File: config.mk
export PLATFORM = sky130hd
export DESIGN_NAME = reg_fault_supervisor
export DESIGN_NICKNAME = d
export VERILOG_FILES = /design/src/rtl/rfs_pkg.sv /design/src/rtl/rfs_sync.sv /design/src/rtl/rfs_persist.sv /design/src/rtl/rfs_oc_bucket.sv /design/src/rtl/reg_fault_supervisor.sv
export SDC_FILE = /design/constraint.sdc
export NUM_CORES = 1
export LEC_CHECK = 0
export BUFFER_PORTS_ARGS = -buffer_cell sky130_fd_sc_hd__buf_2
export CORE_UTILIZATION = 30
export DETAILED_ROUTE_END_ITERATION = 6
export GPL_TIMING_DRIVEN = 1
export MAX_ROUTING_LAYER = met4
export SYNTH_ARGS = -nofsm -noshare
export SYNTH_HDL_FRONTEND = slang
export SYNTH_SLANG_ARGS = --single-unit
File: constraint.sdc
create_clock -name clk -period 3.65 [get_ports clk]
set_input_delay 0.5475 -clock clk [delete_from_list [all_inputs] [get_ports clk]]
set_output_delay 0.5475 -clock clk [all_outputs]
set_load 0.02 [all_outputs]
File: src/rtl/rfs_pkg.sv
package rfs_pkg;
  typedef enum logic [1:0] {
    CAUSE_NONE = 2'd0,
    CAUSE_OC   = 2'd1,
    CAUSE_UV   = 2'd2,
    CAUSE_OV   = 2'd3
  } cause_e;

  // Number of clock cycles in a span of nanoseconds, at least 1.
  function automatic int span_cycles(input longint hz, input longint ns);
    longint c;
    c = (hz * ns) / 64'd1_000_000_000;
    return (c < 1) ? 1 : int'(c);
  endfunction
endpackage

File: src/rtl/rfs_sync.sv
module rfs_sync #(
  parameter int WIDTH = 1
) (
  input  logic             clk,
  input  logic             rst_n,
  input  logic [WIDTH-1:0] d,
  output logic [WIDTH-1:0] q
);
  for (genvar i = 0; i < WIDTH; i++) begin : g_bit
    logic meta, hold;
    always_ff @(posedge clk or negedge rst_n) begin
      if (!rst_n) begin
        meta <= 1'b0;
        hold <= 1'b0;
      end else begin
        meta <= d[i];
        hold <= meta;
      end
    end
    assign q[i] = hold;
  end
endmodule

File: src/rtl/rfs_persist.sv
// Continuous-persistence qualifier: hit while flag has been high LIMIT cycles.
module rfs_persist #(
  parameter int LIMIT = 4
) (
  input  logic clk,
  input  logic rst_n,
  input  logic clr,
  input  logic flag,
  output logic hit
);
  localparam int CW = (LIMIT < 2) ? 1 : $clog2(LIMIT);
  localparam logic [CW-1:0] LAST = CW'(LIMIT - 1);

  logic [CW-1:0] cnt;

  always_ff @(posedge clk or negedge rst_n) begin
    if (!rst_n)              cnt <= '0;
    else if (clr || !flag)   cnt <= '0;
    else if (cnt != LAST)    cnt <= cnt + 1'b1;
  end

  assign hit = flag && !clr && (cnt == LAST);

  // a dropped flag restarts the timer
  a_r8_restart: assert property (@(posedge clk) disable iff (!rst_n)
    !flag |=> (cnt == '0));
endmodule

File: src/rtl/rfs_oc_bucket.sv
// Tick-sampled up/down overcurrent counter with a floor at zero.
module rfs_oc_bucket #(
  parameter int TICK_CYC = 1500,
  parameter int TRIP     = 8
) (
  input  logic clk,
  input  logic rst_n,
  input  logic clr,
  input  logic oc,
  output logic trip
);
  localparam int TW = (TICK_CYC < 2) ? 1 : $clog2(TICK_CYC);
  localparam int LW = $clog2(TRIP + 1);
  localparam logic [TW-1:0] TLAST = TW'(TICK_CYC - 1);
  localparam logic [LW-1:0] LTOP  = LW'(TRIP);

  logic [TW-1:0] tcnt;
  logic [LW-1:0] lvl;
  logic          tick;

  assign tick = (tcnt == TLAST);

  always_ff @(posedge clk or negedge rst_n) begin
    if (!rst_n)     tcnt <= '0;
    else if (clr)   tcnt <= '0;
    else if (tick)  tcnt <= '0;
    else            tcnt <= tcnt + 1'b1;
  end

  always_ff @(posedge clk or negedge rst_n) begin
    if (!rst_n)               lvl <= '0;
    else if (clr)             lvl <= '0;
    else if (tick) begin
      if (oc && lvl != LTOP)  lvl <= lvl + 1'b1;
      else if (!oc && lvl != '0) lvl <= lvl - 1'b1;
    end
  end

  assign trip = !clr && tick && oc && (lvl == LTOP - 1'b1);

  // decrement at zero keeps zero
  a_r4_floor: assert property (@(posedge clk) disable iff (!rst_n)
    (!clr && tick && !oc && lvl == '0) |=> (lvl == '0));
  // level never passes the trip count
  a_r3_ceiling: assert property (@(posedge clk) disable iff (!rst_n)
    lvl <= LTOP);
  // level only moves on a tick
  a_r2_tick_only: assert property (@(posedge clk) disable iff (!rst_n)
    (!clr && !tick) |=> $stable(lvl));
endmodule

File: src/rtl/reg_fault_supervisor.sv
module reg_fault_supervisor
  import rfs_pkg::*;
#(
  parameter longint CLK_HZ     = 100_000_000,
  parameter longint TICK_NS    = 15_000,
  parameter longint SHORT_NS   = 2_000,
  parameter longint PERSIST_NS = 1_000_000,
  parameter int     OC_TRIP    = 8
) (
  input  logic       clk,
  input  logic       rst_n,
  input  logic       en,
  input  logic       oc_flag,
  input  logic       short_flag,
  input  logic       uv_flag,
  input  logic       ov_flag,
  output logic       pgood,
  output logic       hs_en,
  output logic       ls_en,
  output logic       fault,
  output logic [1:0] fault_cause
);
  localparam int TICK_CYC    = span_cycles(CLK_HZ, TICK_NS);
  localparam int SHORT_CYC   = span_cycles(CLK_HZ, SHORT_NS);
  localparam int PERSIST_CYC = span_cycles(CLK_HZ, PERSIST_NS);
  // two synchronizer cycles are spent before the short qualifier sees the flag
  localparam int SHORT_LIM   = (SHORT_CYC > 3) ? SHORT_CYC - 2 : 1;

  logic [4:0] raw, syn;
  logic en_s, oc_s, sh_s, uv_s, ov_s;
  logic clr, oc_hit, sh_hit, uv_hit, ov_hit;

  assign raw = {en, oc_flag, short_flag, uv_flag, ov_flag};

  rfs_sync #(.WIDTH(5)) u_sync (.clk(clk), .rst_n(rst_n), .d(raw), .q(syn));

  assign {en_s, oc_s, sh_s, uv_s, ov_s} = syn;
  assign clr = !en_s;

  rfs_oc_bucket #(.TICK_CYC(TICK_CYC), .TRIP(OC_TRIP)) u_oc (
    .clk(clk), .rst_n(rst_n), .clr(clr), .oc(oc_s), .trip(oc_hit));

  rfs_persist #(.LIMIT(SHORT_LIM)) u_short (
    .clk(clk), .rst_n(rst_n), .clr(clr), .flag(sh_s), .hit(sh_hit));
  rfs_persist #(.LIMIT(PERSIST_CYC)) u_uv (
    .clk(clk), .rst_n(rst_n), .clr(clr), .flag(uv_s), .hit(uv_hit));
  rfs_persist #(.LIMIT(PERSIST_CYC)) u_ov (
    .clk(clk), .rst_n(rst_n), .clr(clr), .flag(ov_s), .hit(ov_hit));

  logic   fault_q, fault_d, run_q;
  cause_e cause_q, cause_d;

  always_comb begin
    fault_d = fault_q;
    cause_d = cause_q;
    if (clr) begin
      fault_d = 1'b0;
      cause_d = CAUSE_NONE;
    end else if (!fault_q) begin
      if (oc_hit || sh_hit) begin
        fault_d = 1'b1;
        cause_d = CAUSE_OC;
      end else if (uv_hit) begin
        fault_d = 1'b1;
        cause_d = CAUSE_UV;
      end else if (ov_hit) begin
        fault_d = 1'b1;
        cause_d = CAUSE_OV;
      end
    end
  end

  always_ff @(posedge clk or negedge rst_n) begin
    if (!rst_n) begin
      fault_q <= 1'b0;
      cause_q <= CAUSE_NONE;
      run_q   <= 1'b0;
    end else begin
      fault_q <= fault_d;
      cause_q <= cause_d;
      run_q   <= en_s && !fault_d;
    end
  end

  assign pgood       = run_q;
  assign hs_en       = run_q;
  assign ls_en       = run_q;
  assign fault       = fault_q;
  assign fault_cause = cause_q;

  // outputs are off while latched
  a_r9_gates_off: assert property (@(posedge clk) disable iff (!rst_n)
    fault_q |-> (!pgood && !hs_en && !ls_en));
  // latch holds while enabled
  a_r10_hold: assert property (@(posedge clk) disable iff (!rst_n)
    (fault_q && en_s) |=> fault_q);
  // first cause is kept
  a_r11_cause_stable: assert property (@(posedge clk) disable iff (!rst_n)
    (fault_q && en_s) |=> $stable(cause_q));
  // a latched fault always carries a cause
  a_r11_cause_set: assert property (@(posedge clk) disable iff (!rst_n)
    fault_q |-> (cause_q != CAUSE_NONE));
  // nothing latches while disabled
  a_r12_disabled: assert property (@(posedge clk) disable iff (!rst_n)
    !en_s |=> !fault_q);
endmodule

# Word level (Yosys, flattened, before mapping)
# Index checks and enable logic that the tools add are counted.
word_totals:
  latch_bits: 0
  romBits: 0
  mem_bits_rw: 0
  register_bits: 71
  out_inout_bits: 6
  mem_count: 0
op_classes:
  shifts: 0
  magnitude_cmp: 0
  n_mux: 22
  addsub: 6
  reduce_logical: 28
  mul: 0
  div: 0
  n_bitwise: 0
  n_eq_ne: 13
ops:
  columns: ["op", "count"]
  rows:
  - ["17-bit 2-to-1 mux", 4]
  - ["17-bit by 1-bit adder with 17-bit output (second input constant)", 2]
  - ["17-bit == test (second input constant)", 2]
  - ["17-bit inequality test (second input constant)", 2]
  - ["11-bit 2-to-1 mux", 2]
  - ["4-bit 2-to-1 mux", 4]
  - ["8-bit 2-to-1 mux", 2]
  - ["1-bit logical AND", 12]
  - ["11-bit by 1-bit adder with 11-bit output (second input constant)", 1]
  - ["11-bit == test (second input constant)", 1]
  - ["2-bit 2-to-1 mux", 5]
  - ["8-bit by 1-bit adder with 8-bit output (second input constant)", 1]
  - ["8-bit == test (second input constant)", 1]
  - ["8-bit inequality test (second input constant)", 1]
  - ["1-bit zero test", 6]
  - ["2-bit nonzero test", 3]
  - ["1-bit 2-to-1 mux", 5]
  - ["4-bit by 1-bit adder with 4-bit output (second input constant)", 1]
  - ["4-bit by 3-bit == test with 1-bit output (second input constant)", 1]
  - ["1-bit logical OR", 4]
  - ["4-bit by 3-bit inequality test with 1-bit output (second input constant)", 1]
  - ["4-bit inequality test (second input constant)", 1]
  - ["2-bit AND reduction", 2]
  - ["4-bit nonzero test", 1]
  - ["4 further kinds", 4]

# Depth between registers and ports, before layout
# Gate-level depths: netlist of the first run.
depth:
  ltp_word: 10
  mapped_depth: 8
  ltp_nobuf: 8

# Hierarchy
# From an unflattened synthesis of the first run, not the netlist that was laid out.
hier_totals:
  hier_cells: 365
  hier_area_um2: 3707.3
modules_own_cells:
  columns: ["module", "n_inst", "area_per_inst_um2", "cells_per_inst", "seq_area_each_um2"]
  rows:
  - ["rfs_persist (u_ov ...)", 2, 955.9, 97, 425.4]
  - ["rfs_oc_bucket", 1, 882.1, 93, 375.4]
  - ["rfs_persist (u_short)", 1, 429.2, 45, 200.2]
  - ["rfs_sync", 1, 287.8, 15, 250.2]
  - ["reg_fault_supervisor", 1, 196.4, 18, 100.1]

# Worst setup path before layout of the first run
# OpenSTA, ideal clock, no wires.
synth_path:
  path_type: "register -> register"
  startpoint: "register u_ov.cnt[11]"
  endpoint: "register cause_q[1], in the netlist fault_cause[1]"
  path_stages_with_launch: 6
  slack_ns: 1.529
  period_less_slack_ns: 2.121
  setup_time_ns: 0.087
  t_required_ns: 3.563
  arrival_ns: 2.034
  path_cell_list: "dfrtp_1 > or4b_1 > or4_1 > buf_2 > or3_1 > a211oi_2"
synth_via:
  elab_chain_cells: 4
synth_lines:
  columns: ["item", "line_no", "source"]
  rows:
  - ["start: declaration", "rfs_persist.sv:14", "logic [CW-1:0] cnt;"]
  - ["start signal: assignment", "rfs_persist.sv:19", "else if (cnt != LAST) cnt <= cnt + 1'b1;"]
  - ["17-bit == test", "rfs_persist.sv:22", "assign hit = flag && !clr && (cnt == LAST);"]
  - ["1-bit logical AND", "rfs_persist.sv:22", null]
  - ["4-bit by 3-bit inequality test with 1-bit output (no source line)", null, null]
  - ["2-bit AND reduction (no source line)", null, null]
  - ["end signal: assignment", "reg_fault_supervisor.sv:80", "cause_q <= cause_d;"]
  - ["end: declaration", "reg_fault_supervisor.sv:51", "cause_e cause_q, cause_d;"]
# Every way passes these cells.
# A chain may end at the register's enable or synchronous reset.

# Worst setup path after layout of the first run
# Same ends and word-level chain as after synthesis.

==> metrics.sh, run 1 <==
RUN_STATUS='completed'
CORE_AREA_UM2=11500
SYNTH-SEQ-AREA-SHARE_PCT=50.0
FILLER_CELL_COUNT=1116
DIE_WIDTH_UM=111
WORST_CASE_SETUP_MARGIN_IN_THE_FINAL_LAYOUT_PS=1420
GR-TOTAL-OVERFLOW=0
SYNTH_AREA_PER_CELL_UM2=9.85
CRITICAL_PATH_REQUIRED_PS=3900
POST_CTS.REPAIR.SETUP_BUFFERS=0
MAX-CLOCK-PATH-BUFFERS=2
CRITICAL_PATH.TOP_DELAY_FAMILY='simple AND/OR/NAND/NOR gates'
SETUP_REPAIR_AFTER_GLOBAL_ROUTING_MISSED_ITS_MARGIN='no'
TIMING.CRITICAL_PATH.SLOWEST_STAGE_CELL='sky130_fd_sc_hd__or4_1'
SYNTHESIS.YOSYS.WARNINGS=0
SEQUENTIALPOWERSHARE_PCT=43.7
GRT_MAX_DEGREE=37
FLOORPLAN.INITIALDENSITY_PCT=31.0
GRT.TOTAL_USAGE_PCT=12.5
P_SW_mW=0.471
POST_DRT_WL_PER_CELL_UM=13.4
HOLD_PATH.CLASS='in2reg'
SYNTH.FF_LATCH_COUNT=71
WORST-PATH-MAX-FANOUT=5
FINAL_NETS=391
ROUTABILITY_CONG=0.807
SHARE_CLK_OF_TOTAL_POWER_PCT=48.2
VIAS=2670
FINAL_CELL_COUNT_NO_FILL=524
DRT.ANTENNA.VIOLATING_NETS=0
DPL_CELL_AREA_UM2=3770
PLACE_INST=508
FIN_CRIT_SH_PCT=61.1
FINAL_HOLD_VIOL_COUNT=0
DETAILED_ROUTING_ITERATION_COUNT_FOR_THE_PRE_ANTENNA_REPAIR_PASS=4
CTSHTREEMAXLEVEL=3
CP_CELL_SEQUENCE='or4b_1, or4_1, or3_1, a211oi_2'
CPPEAKSTAGEDELAY_PS=630
CRIT_TYPE='reg2reg'
FINAL.MIN_CLOCK_PERIOD_PS=2230
SETUP_VIOLATIONS=0
NUM_ANTENNA_CELLS=0
CTS_REPAIR_RESIZE_COUNT=0
WORST_SETUP_PATH_END_KIND='register'
AREA_GROWTH_SYN_TO_LAYOUT_PCT=15.0
CLOCK.FMAX_GHz=0.449
TIMING_WORST_SLEW_PIN_VALUE_PS=839
LAYOUT_COMMONEST_CELL='sky130_fd_sc_hd__dfrtp_1'
CTS_TREE='yes'
CTSROOTBUFFERMASTER='sky130_fd_sc_hd__clkbuf_16'
GLOBAL_ROUTE_WIRE_LENGTH_BEFORE_REPAIR_UM=12100
MAXCAPVIOLATIONS=0
REPORT.FINAL.SLEW_VIOL_COUNT=0
CP_NUM_BUF_INV=0
ROUTED_WIRELENGTH_UM=7040
HOLD-WORST-SLACK_PS=315
NUM_ROWS=39
SETUP_TOTAL_NEGATIVE_SLACK_PS=0
TRITONCTS.NUM_BUFFERS=9
PLACE_WORST_SETUP_SLACK_PS=1440
WORST-ENDPOINT-ARRIVAL_PS=2480
START_KIND='register'
CTS_HOLD_BUF=0
NUMBER_OF_ANTENNA_VIOLATIONS_AT_THE_FIRST_CHECK_IN_GLOBAL_ROUTING=0
LAYOUT.CELL_AREA.NON_FILLER_UM2=4090
SYNTH_NETS=376
PORT-BUFFER-COUNT=12
IO_PINS=13
COMBPWRFRAC_PCT=8.1
TIMING.MAX_SLEW.REL_SLACK_PCT=44.1
STATIC_LEAKAGE_POWER_nW=1.68
FINAL.SETUP_SKEW_PS=8.11
NUMCLOCKSINKS=71
YOSYS.CELL_TYPES.COUNT=47
INTERNAL_POWER_mW=1.49
GRT_PASS1_VIAS=2544
POWER_mW=1.96
SYNTH_CELLS=361
DETAIL_ROUTE.VIAS_PER_CELL=5.10
INSERTION_DELAY_PS=330
MAPPEDNETLISTAREA_UM2=3560
LAYOUT_COMMON_CELLS='sky130_fd_sc_hd__dfrtp_1, sky130_fd_sc_hd__nor2_1, sky130_fd_sc_hd__nand2_1'
IR_DROP_mV=0.227
DRTITER0DRC=126
PWR_DENSITY_CELL_nW_PER_UM2=479
DIE_AREA_UM2=12300
SWITCHING_SHARE_PCT=24.1
PATH_CLK_SLEW_PS=60
HPWL_UM=4820
FRACTION_OF_LAYOUT_CELLS_WITH_A_SIZE_SUFFIX_ABOVE_1_PCT=9.45
DIE_HEIGHT_UM=111
FINAL_CORE_UTILIZATION_PCT=35.7
DRT_DRC_VIOLATIONS_LEFT=0
-- registers in the layout, indices dropped and copies added, names as in the netlist --
register	count
u_ov.cnt	17
u_uv.cnt	17
u_oc.tcnt	11
u_short.cnt	8
u_sync.g_bit.hold	5
u_sync.g_bit.meta	5
u_oc.lvl	4
fault_cause	2
fault	1
hs_en	1
-- cell type report --
class,instances,area (um2),area share (%)
clock inverter,7,96.3,2.36
tap,143,179,4.38
sequential,71,1780,43.5
inverter,12,45.0,1.10
multi-input combinational,267,1680,41.2
timing repair buffer,15,82.6,2.02
clock buffer,9,225,5.51
-- cells in the mapped netlist (all sizes together) --
cell / n / area (um2)
xor2: 13 / 114
a21oi: 19 / 95.1
nand4: 15 / 93.8
nand4b: 3 / 26.3
o21ai: 15 / 75.1
o31a: 2 / 17.5
o311a: 2 / 20.0
nor2: 35 / 131
mux2i: 4 / 40.0
nor3: 6 / 30.0
fa: 1 / 20.0
a31oi: 1 / 6.26
nand2b: 5 / 31.3
or4bb: 2 / 22.5
nor4: 8 / 56.3
or4: 10 / 76.3
mux2: 2 / 22.5
o21bai: 2 / 15.0
buf: 4 / 23.8
or3: 13 / 81.3
clkbuf: 7 / 26.3
o21a: 2 / 15.0
and2: 4 / 25.0
o2111ai: 3 / 26.3
xnor2: 13 / 114
nand4bb: 1 / 11.3
dfrtp: 71 / 1780
nor4b: 1 / 8.76
nand2: 34 / 128
and3: 9 / 56.3
nor3b: 1 / 7.51
o31ai: 3 / 22.5
a21o: 1 / 7.51
ha: 7 / 87.6
a2111oi: 1 / 8.76
o22ai: 1 / 6.26
a211oi: 3 / 27.5
and4b: 2 / 20.0
and4: 2 / 17.5
inv: 12 / 45.0
or4b: 3 / 30.0
nand3: 18 / 90.1
-- final timing paths --
path	cells after the start	slack, ps	endpoint	startpoint
setup / recovery	4	1420	fault_cause[1]$_DFFE_PN0P_	u_ov.cnt[11]$_DFFE_PN0N_
hold / removal	1	310	u_sync.g_bit[1].meta$_DFF_PN0_	uv_flag
setup reg to reg	4	1420	fault_cause[1]$_DFFE_PN0P_	u_ov.cnt[11]$_DFFE_PN0N_
hold reg to reg	0	350	u_sync.g_bit[2].hold$_DFF_PN0_	u_sync.g_bit[2].meta$_DFF_PN0_
max in group asynchronous	2	2550	u_uv.cnt[12]$_DFFE_PN0N_	rst_n
min in group asynchronous	1	320	u_uv.cnt[16]$_DFFE_PN0N_	rst_n
-- power by group through the flow --
stage | clock [mW] | combinational (mW) | sequential, mW
final | 0.943 | 0.159 | 0.855
after global routing | 0.997 | 0.182 | 0.861
after CTS | 0.964 | 0.162 | 0.855
after detailed placement | 0 | 0.162 | 0.869
after global placement | 0 | 0.156 | 0.868
after floorplan | 0 | 0.130 | 0.850
-- metal layers --
metal  GRT usage [%]  up-vias  wire, um
li1                -     1344         -
met4            6.13        0       144
met1            17.1     1273      3600
met5               -        -         0
met3            2.30       13       204
met2            17.8       40      3090
-- cells by family (layout without fill, tap and decap cells) --
logic type | after synthesis | after routing | share of synthesized area (%)
and+or+nand+nor | 172 | 172 | 26.5
AOI/OAI and AO/OA | 55 | 55 | 9.64
adders and majority gates | 8 | 8 | 3.03
muxes | 6 | 6 | 1.76
xor gates and xnor gates | 26 | 26 | 6.40
buffers and inverters | 23 | 43 | 2.67
DFF | 71 | 71 | 50.0
Note: power is estimated with default switching activity, not from simulation.
==> inputs of run 2 (changes only) <==
--- a/config.mk
+++ b/config.mk
@@ -5,6 +5,7 @@
 export SDC_FILE = /design/constraint.sdc
 export NUM_CORES = 1
 export LEC_CHECK = 0
+export ABC_AREA = 1
 export BUFFER_PORTS_ARGS = -buffer_cell sky130_fd_sc_hd__buf_2
 export CORE_UTILIZATION = 30
 export DETAILED_ROUTE_END_ITERATION = 6
==> constraint.sdc (replaced) <==
create_clock -name clk -period 2.15 [get_ports clk]
set_input_delay 0.3225 -clock clk [delete_from_list [all_inputs] [get_ports clk]]
set_output_delay 0.3225 -clock clk [all_outputs]
set_load 0.02 [all_outputs]
==> run 2 against run 1 <==
Effect of this change:
- the run now ends with DRC left
- fmax up 16%
- core utilization hardly changed
- clock skew decreased by 1.9 ps
- global-route usage about the same
- flip-flop and latch count stayed put
- highest routed layer unchanged
- sequential share of layout area is 0.58 points lower
- first-iteration DRC count increased by 10%
==> metrics.sh, run 2 <==
SYNTH_CELLS=454  # was 361
CRITICAL_PATH_CELL_COUNT=11  # was 4
SYNTH.FF_LATCH_COUNT=71  # unchanged
ROUTABILITY_CONG=0.874  # was 0.807
STATIC_LEAKAGE_POWER_nW=1.87  # was 1.68 nW
NUM_ROWS=39  # unchanged
FLOORPLAN.INITIALDENSITY_PCT=31.3  # was 31.0%
DETAILED_ROUTING_ITERATION_COUNT_FOR_THE_PRE_ANTENNA_REPAIR_PASS=6  # was 4
SEQUENTIALPOWERSHARE_PCT=48.1  # was 43.7%
REPORT.FINAL.SLEW_VIOL_COUNT=0  # unchanged
WORST-PATH-MAX-FANOUT=4  # was 5
ROUTED_WIRELENGTH_UM=6910  # was 7040 um
DETAIL_ROUTE.VIAS_PER_CELL=4.67  # was 5.10
GRT.TOTAL_USAGE_PCT=12.5  # about the same
FIN_CRIT_SH_PCT=89.2  # was 61.1%
HPWL_UM=5000  # was 4820 um
PATH_CLK_SLEW_PS=60  # about the same
LAYOUT_COMMONEST_CELL='sky130_fd_sc_hd__nand2_1'  # was sky130_fd_sc_hd__dfrtp_1
LAYOUT_COMMON_CELLS='sky130_fd_sc_hd__nand2_1, sky130_fd_sc_hd__dfrtp_1, sky130_fd_sc_hd__nor2_1'  # was sky130_fd_sc_hd__dfrtp_1, sky130_fd_sc_hd__nor2_1, sky130_fd_sc_hd__nand2_1
SYNTH_AREA_PER_CELL_UM2=8.00  # was 9.85 um2
SYNTHESIS.YOSYS.WARNINGS=0  # unchanged
TIMING.MAX_SLEW.REL_SLACK_PCT=73.0  # was 44.1%
P_SW_mW=0.648  # was 0.471 mW
START_KIND='register'  # unchanged
PORT-BUFFER-COUNT=12  # unchanged
POST_SYNTH_EDFFS=0  # unchanged
DOMINANTREGCELLSYNTH='sky130_fd_sc_hd__dfrtp_1'  # unchanged
SYNTH.AREA.TOP_CELLS='sky130_fd_sc_hd__dfrtp_1, sky130_fd_sc_hd__nand2_1, sky130_fd_sc_hd__nor2_1'  # was sky130_fd_sc_hd__dfrtp_1, sky130_fd_sc_hd__nor2_1, sky130_fd_sc_hd__nand2_1
RUN_STATUS='complete, but fails checks'  # was completed
CP_CELL_SEQUENCE='inv_1, a31oi_1, inv_1, ha_1, nand2_1, nand2_1, a31oi_1, inv_1, nand2_1, nand2_1, o21ai_0'  # was or4b_1, or4_1, or3_1, a211oi_2
YOSYSTOPAREACELL='sky130_fd_sc_hd__dfrtp_1'  # unchanged
DRT_DRC_VIOLATIONS_LEFT=1  # was 0
CRITICAL_PATH.TOP_DELAY_FAMILY='compound AO/OA/AOI/OAI gates'  # was simple AND/OR/NAND/NOR gates
YOSYS.CELL_TYPES.COUNT=31  # was 47
WORST_R2R_PATH_DEPTH=11  # was 4
AREA_GROWTH_SYN_TO_LAYOUT_PCT=14.1  # was 15.0%
TIMING_WORST_SLEW_PIN_VALUE_PS=401  # was 839 ps
SHARE_CLK_OF_TOTAL_POWER_PCT=47.9  # was 48.2%
MAXCAPVIOLATIONS=0  # unchanged
SEQUENTIAL_CELL_AREA_UM2=1780  # unchanged
VIAS=2905  # was 2670
MAX-CLOCK-PATH-BUFFERS=2  # unchanged
FINAL_NETS=489  # was 391
SETUP_REPAIR_AFTER_GLOBAL_ROUTING_MISSED_ITS_MARGIN='no'  # unchanged
CLOCK.FMAX_GHz=0.521  # was 0.449 GHz
WORST_PATH_MOST_REPEATED_CELL='sky130_fd_sc_hd__nand2_1'
SYNTH_NETS=469  # was 376
SYNTH.TOP_CELLS.BY_COUNT='sky130_fd_sc_hd__nand2_1, sky130_fd_sc_hd__dfrtp_1, sky130_fd_sc_hd__nor2_1'  # was sky130_fd_sc_hd__dfrtp_1, sky130_fd_sc_hd__nor2_1, sky130_fd_sc_hd__nand2_1
LEADING_CELL_TYPE_BY_NUMBER_OF_INSTANCES_AFTER_SYNTHESIS='sky130_fd_sc_hd__nand2_1'  # was sky130_fd_sc_hd__dfrtp_1
INSERTION_DELAY_PS=330  # about the same
GR-USAGE-MET2_PCT=19.1  # was 17.8%
FINAL_HOLD_VIOL_COUNT=0  # unchanged
WORST_CASE_SETUP_MARGIN_IN_THE_FINAL_LAYOUT_PS=232  # was 1420 ps
CTS_TREE='yes'  # unchanged
CTSHTREEMAXLEVEL=3  # unchanged
CTSROOTBUFFERMASTER='sky130_fd_sc_hd__clkbuf_16'  # unchanged
GR-USAGE-MET1_PCT=16.1  # was 17.1%
GLOBAL_ROUTE_WIRE_LENGTH_BEFORE_REPAIR_UM=12400  # was 12100 um
INTERNAL_POWER_mW=2.21  # was 1.49 mW
IR_DROP_mV=0.491  # was 0.227 mV
DIE_WIDTH_UM=112  # was 111 um
DIE_AREA_UM2=12500  # was 12300 um2
CRIT_TYPE='reg2reg'  # unchanged
TIMING.CRITICAL_PATH.SLOWEST_STAGE_CELL='sky130_fd_sc_hd__dfrtp_1'  # was sky130_fd_sc_hd__or4_1
GR-TOTAL-OVERFLOW=0  # unchanged
FINAL.SETUP_SKEW_PS=6.25  # was 8.11 ps
POST_CTS.REPAIR.SETUP_BUFFERS=0  # unchanged
FINAL.MIN_CLOCK_PERIOD_PS=1920  # was 2230 ps
PLACE_WORST_SETUP_SLACK_PS=270  # was 1440 ps
GRT_MAX_DEGREE=72  # was 37
SETUP_TOTAL_NEGATIVE_SLACK_PS=0  # unchanged
POST_DRT_WL_PER_CELL_UM=11.1  # was 13.4 um
DRTITER0DRC=139  # was 126
WORST_SETUP_PATH_END_KIND='register'  # unchanged
FILLER_CELL_COUNT=1204  # was 1116
TRITONCTS.NUM_BUFFERS=9  # unchanged
SYNTH-SEQ-AREA-SHARE_PCT=48.9  # was 50.0%
SETUP_VIOLATIONS=0  # unchanged
VIOLATIONS='DRC'
PWR_DENSITY_CELL_nW_PER_UM2=690  # was 479 nW/um2
DIE_HEIGHT_UM=112  # was 111 um
NUMCLOCKSINKS=71  # unchanged
MULTI_INPUT_AREA_UM2=1580  # was 1680 um2
CORE_AREA_UM2=11600  # was 11500 um2
GLOBALROUTE.BUSIESTLAYER='met2'  # unchanged
NUMBER_OF_ANTENNA_VIOLATIONS_AT_THE_FIRST_CHECK_IN_GLOBAL_ROUTING=0  # unchanged
CTS_HOLD_BUF=0  # unchanged
WORST-ENDPOINT-ARRIVAL_PS=2170  # was 2480 ps
GRT_PASS1_VIAS=2816  # was 2544
IO_PINS=13  # unchanged
CTS_REPAIR_RESIZE_COUNT=0  # unchanged
FRACTION_OF_LAYOUT_CELLS_WITH_A_SIZE_SUFFIX_ABOVE_1_PCT=9.39  # was 9.45%
COMBPWRFRAC_PCT=4.1  # was 8.1%
LAYOUT_TOP_REGISTERS='u_ov.cnt (17), u_uv.cnt (17), u_oc.tcnt (11)'  # unchanged
ASYNC_SET_OR_RESET_REGISTER_RATIO_AFTER_SYNTHESIS_PCT=100  # unchanged
MAPPEDNETLISTAREA_UM2=3630  # was 3560 um2
CRITICAL_PATH_REQUIRED_PS=2400  # was 3900 ps
MET3_USAGE_PCT=2.43  # was 2.30%
CP_NUM_BUF_INV=3  # was 0
NUM_ANTENNA_CELLS=0  # unchanged
HOLD_PATH.CLASS='in2async'  # was in2reg
SWITCHING_SHARE_PCT=22.7  # was 24.1%
DRT.ANTENNA.VIOLATING_NETS=0  # unchanged
YOSYSTOPAREACELLSHARE_PCT=48.9  # was 50.0%
CPPEAKSTAGEDELAY_PS=410  # was 630 ps
==> run 2: area by class of cell <==
class                           instances  area share (%)
Clock buffer                           12            5.95
Clock inverter                          4           0.725
Inverter                               60            5.43
Multi-Input combinational cell        316            38.2
Sequential cell                        71            42.9
Tap cell                              143            4.32
Timing Repair Buffer                   16            2.48
==> run 2: power groups by stage <==
stage          clock [mW]  sequential, mW  combinational, mW
2_1_floorplan           0            1.40             0.0638
3_3_place_gp            0            1.40              0.118
3_5_place_dp            0            1.40              0.119
4_1_cts              1.42            1.37              0.119
5_1_grt              1.47            1.38              0.136
6_report             1.37            1.37              0.116
==> run 2: final timing paths <==
| path | from | endpoint | slack (ps) |
|---|---|---|---|
| setup / recovery | u_oc.lvl[2]$_DFFE_PN0P_ | u_oc.lvl[3]$_DFFE_PN0P_ | 230 |
| hold / removal | rst_n | u_ov.cnt[11]$_DFFE_PN0N_ | 5 |
| setup reg to reg | u_oc.lvl[2]$_DFFE_PN0P_ | u_oc.lvl[3]$_DFFE_PN0P_ | 230 |
| hold reg to reg | u_sync.g_bit[1].meta$_DFF_PN0_ | u_sync.g_bit[1].hold$_DFF_PN0_ | 350 |
| max in group asynchronous | rst_n | u_uv.cnt[3]$_DFFE_PN0N_ | 1840 |
| min in group clk | oc_flag | u_sync.g_bit[3].meta$_DFF_PN0_ | 100 |
==> run 2: kinds of logic (layout without fill, tap and decap cells) <==
| logic type | Yosys count | after routing | synth area share, % |
|---|---|---|---|
| buf+inv | 67 | 92 | 7.44 |
| xor+xnor | 8 | 8 | 1.93 |
| simple gates | 227 | 227 | 27.9 |
| flops | 71 | 71 | 48.9 |
| fa+ha+maj | 8 | 8 | 2.96 |
| compound gates | 73 | 73 | 10.8 |
==> run 2: per-stage QoR <==
stage	cells	hold WS (ps)	total power, mW	area (um2)	utilization (%)
after detailed placement	606	336	1.52	3870	33.3
after global placement	606	336	1.52	3870	33.3
after CTS	622	30.6	2.91	4140	35.7
after floorplan	454	26.9	1.46	3630	-
final	622	4.66	2.86	4140	35.7
after global routing	622	55.8	2.98	4140	35.7
==> run 2: routing by layer <==
layer  vias up  part of all wire (%)  wire [um]
met2        39                    45       3100
met1      1332                    50       3430
li1       1522                     -          -
met4         0                   2.0        140
met3        12                   3.5        244
met5         -                     0          0
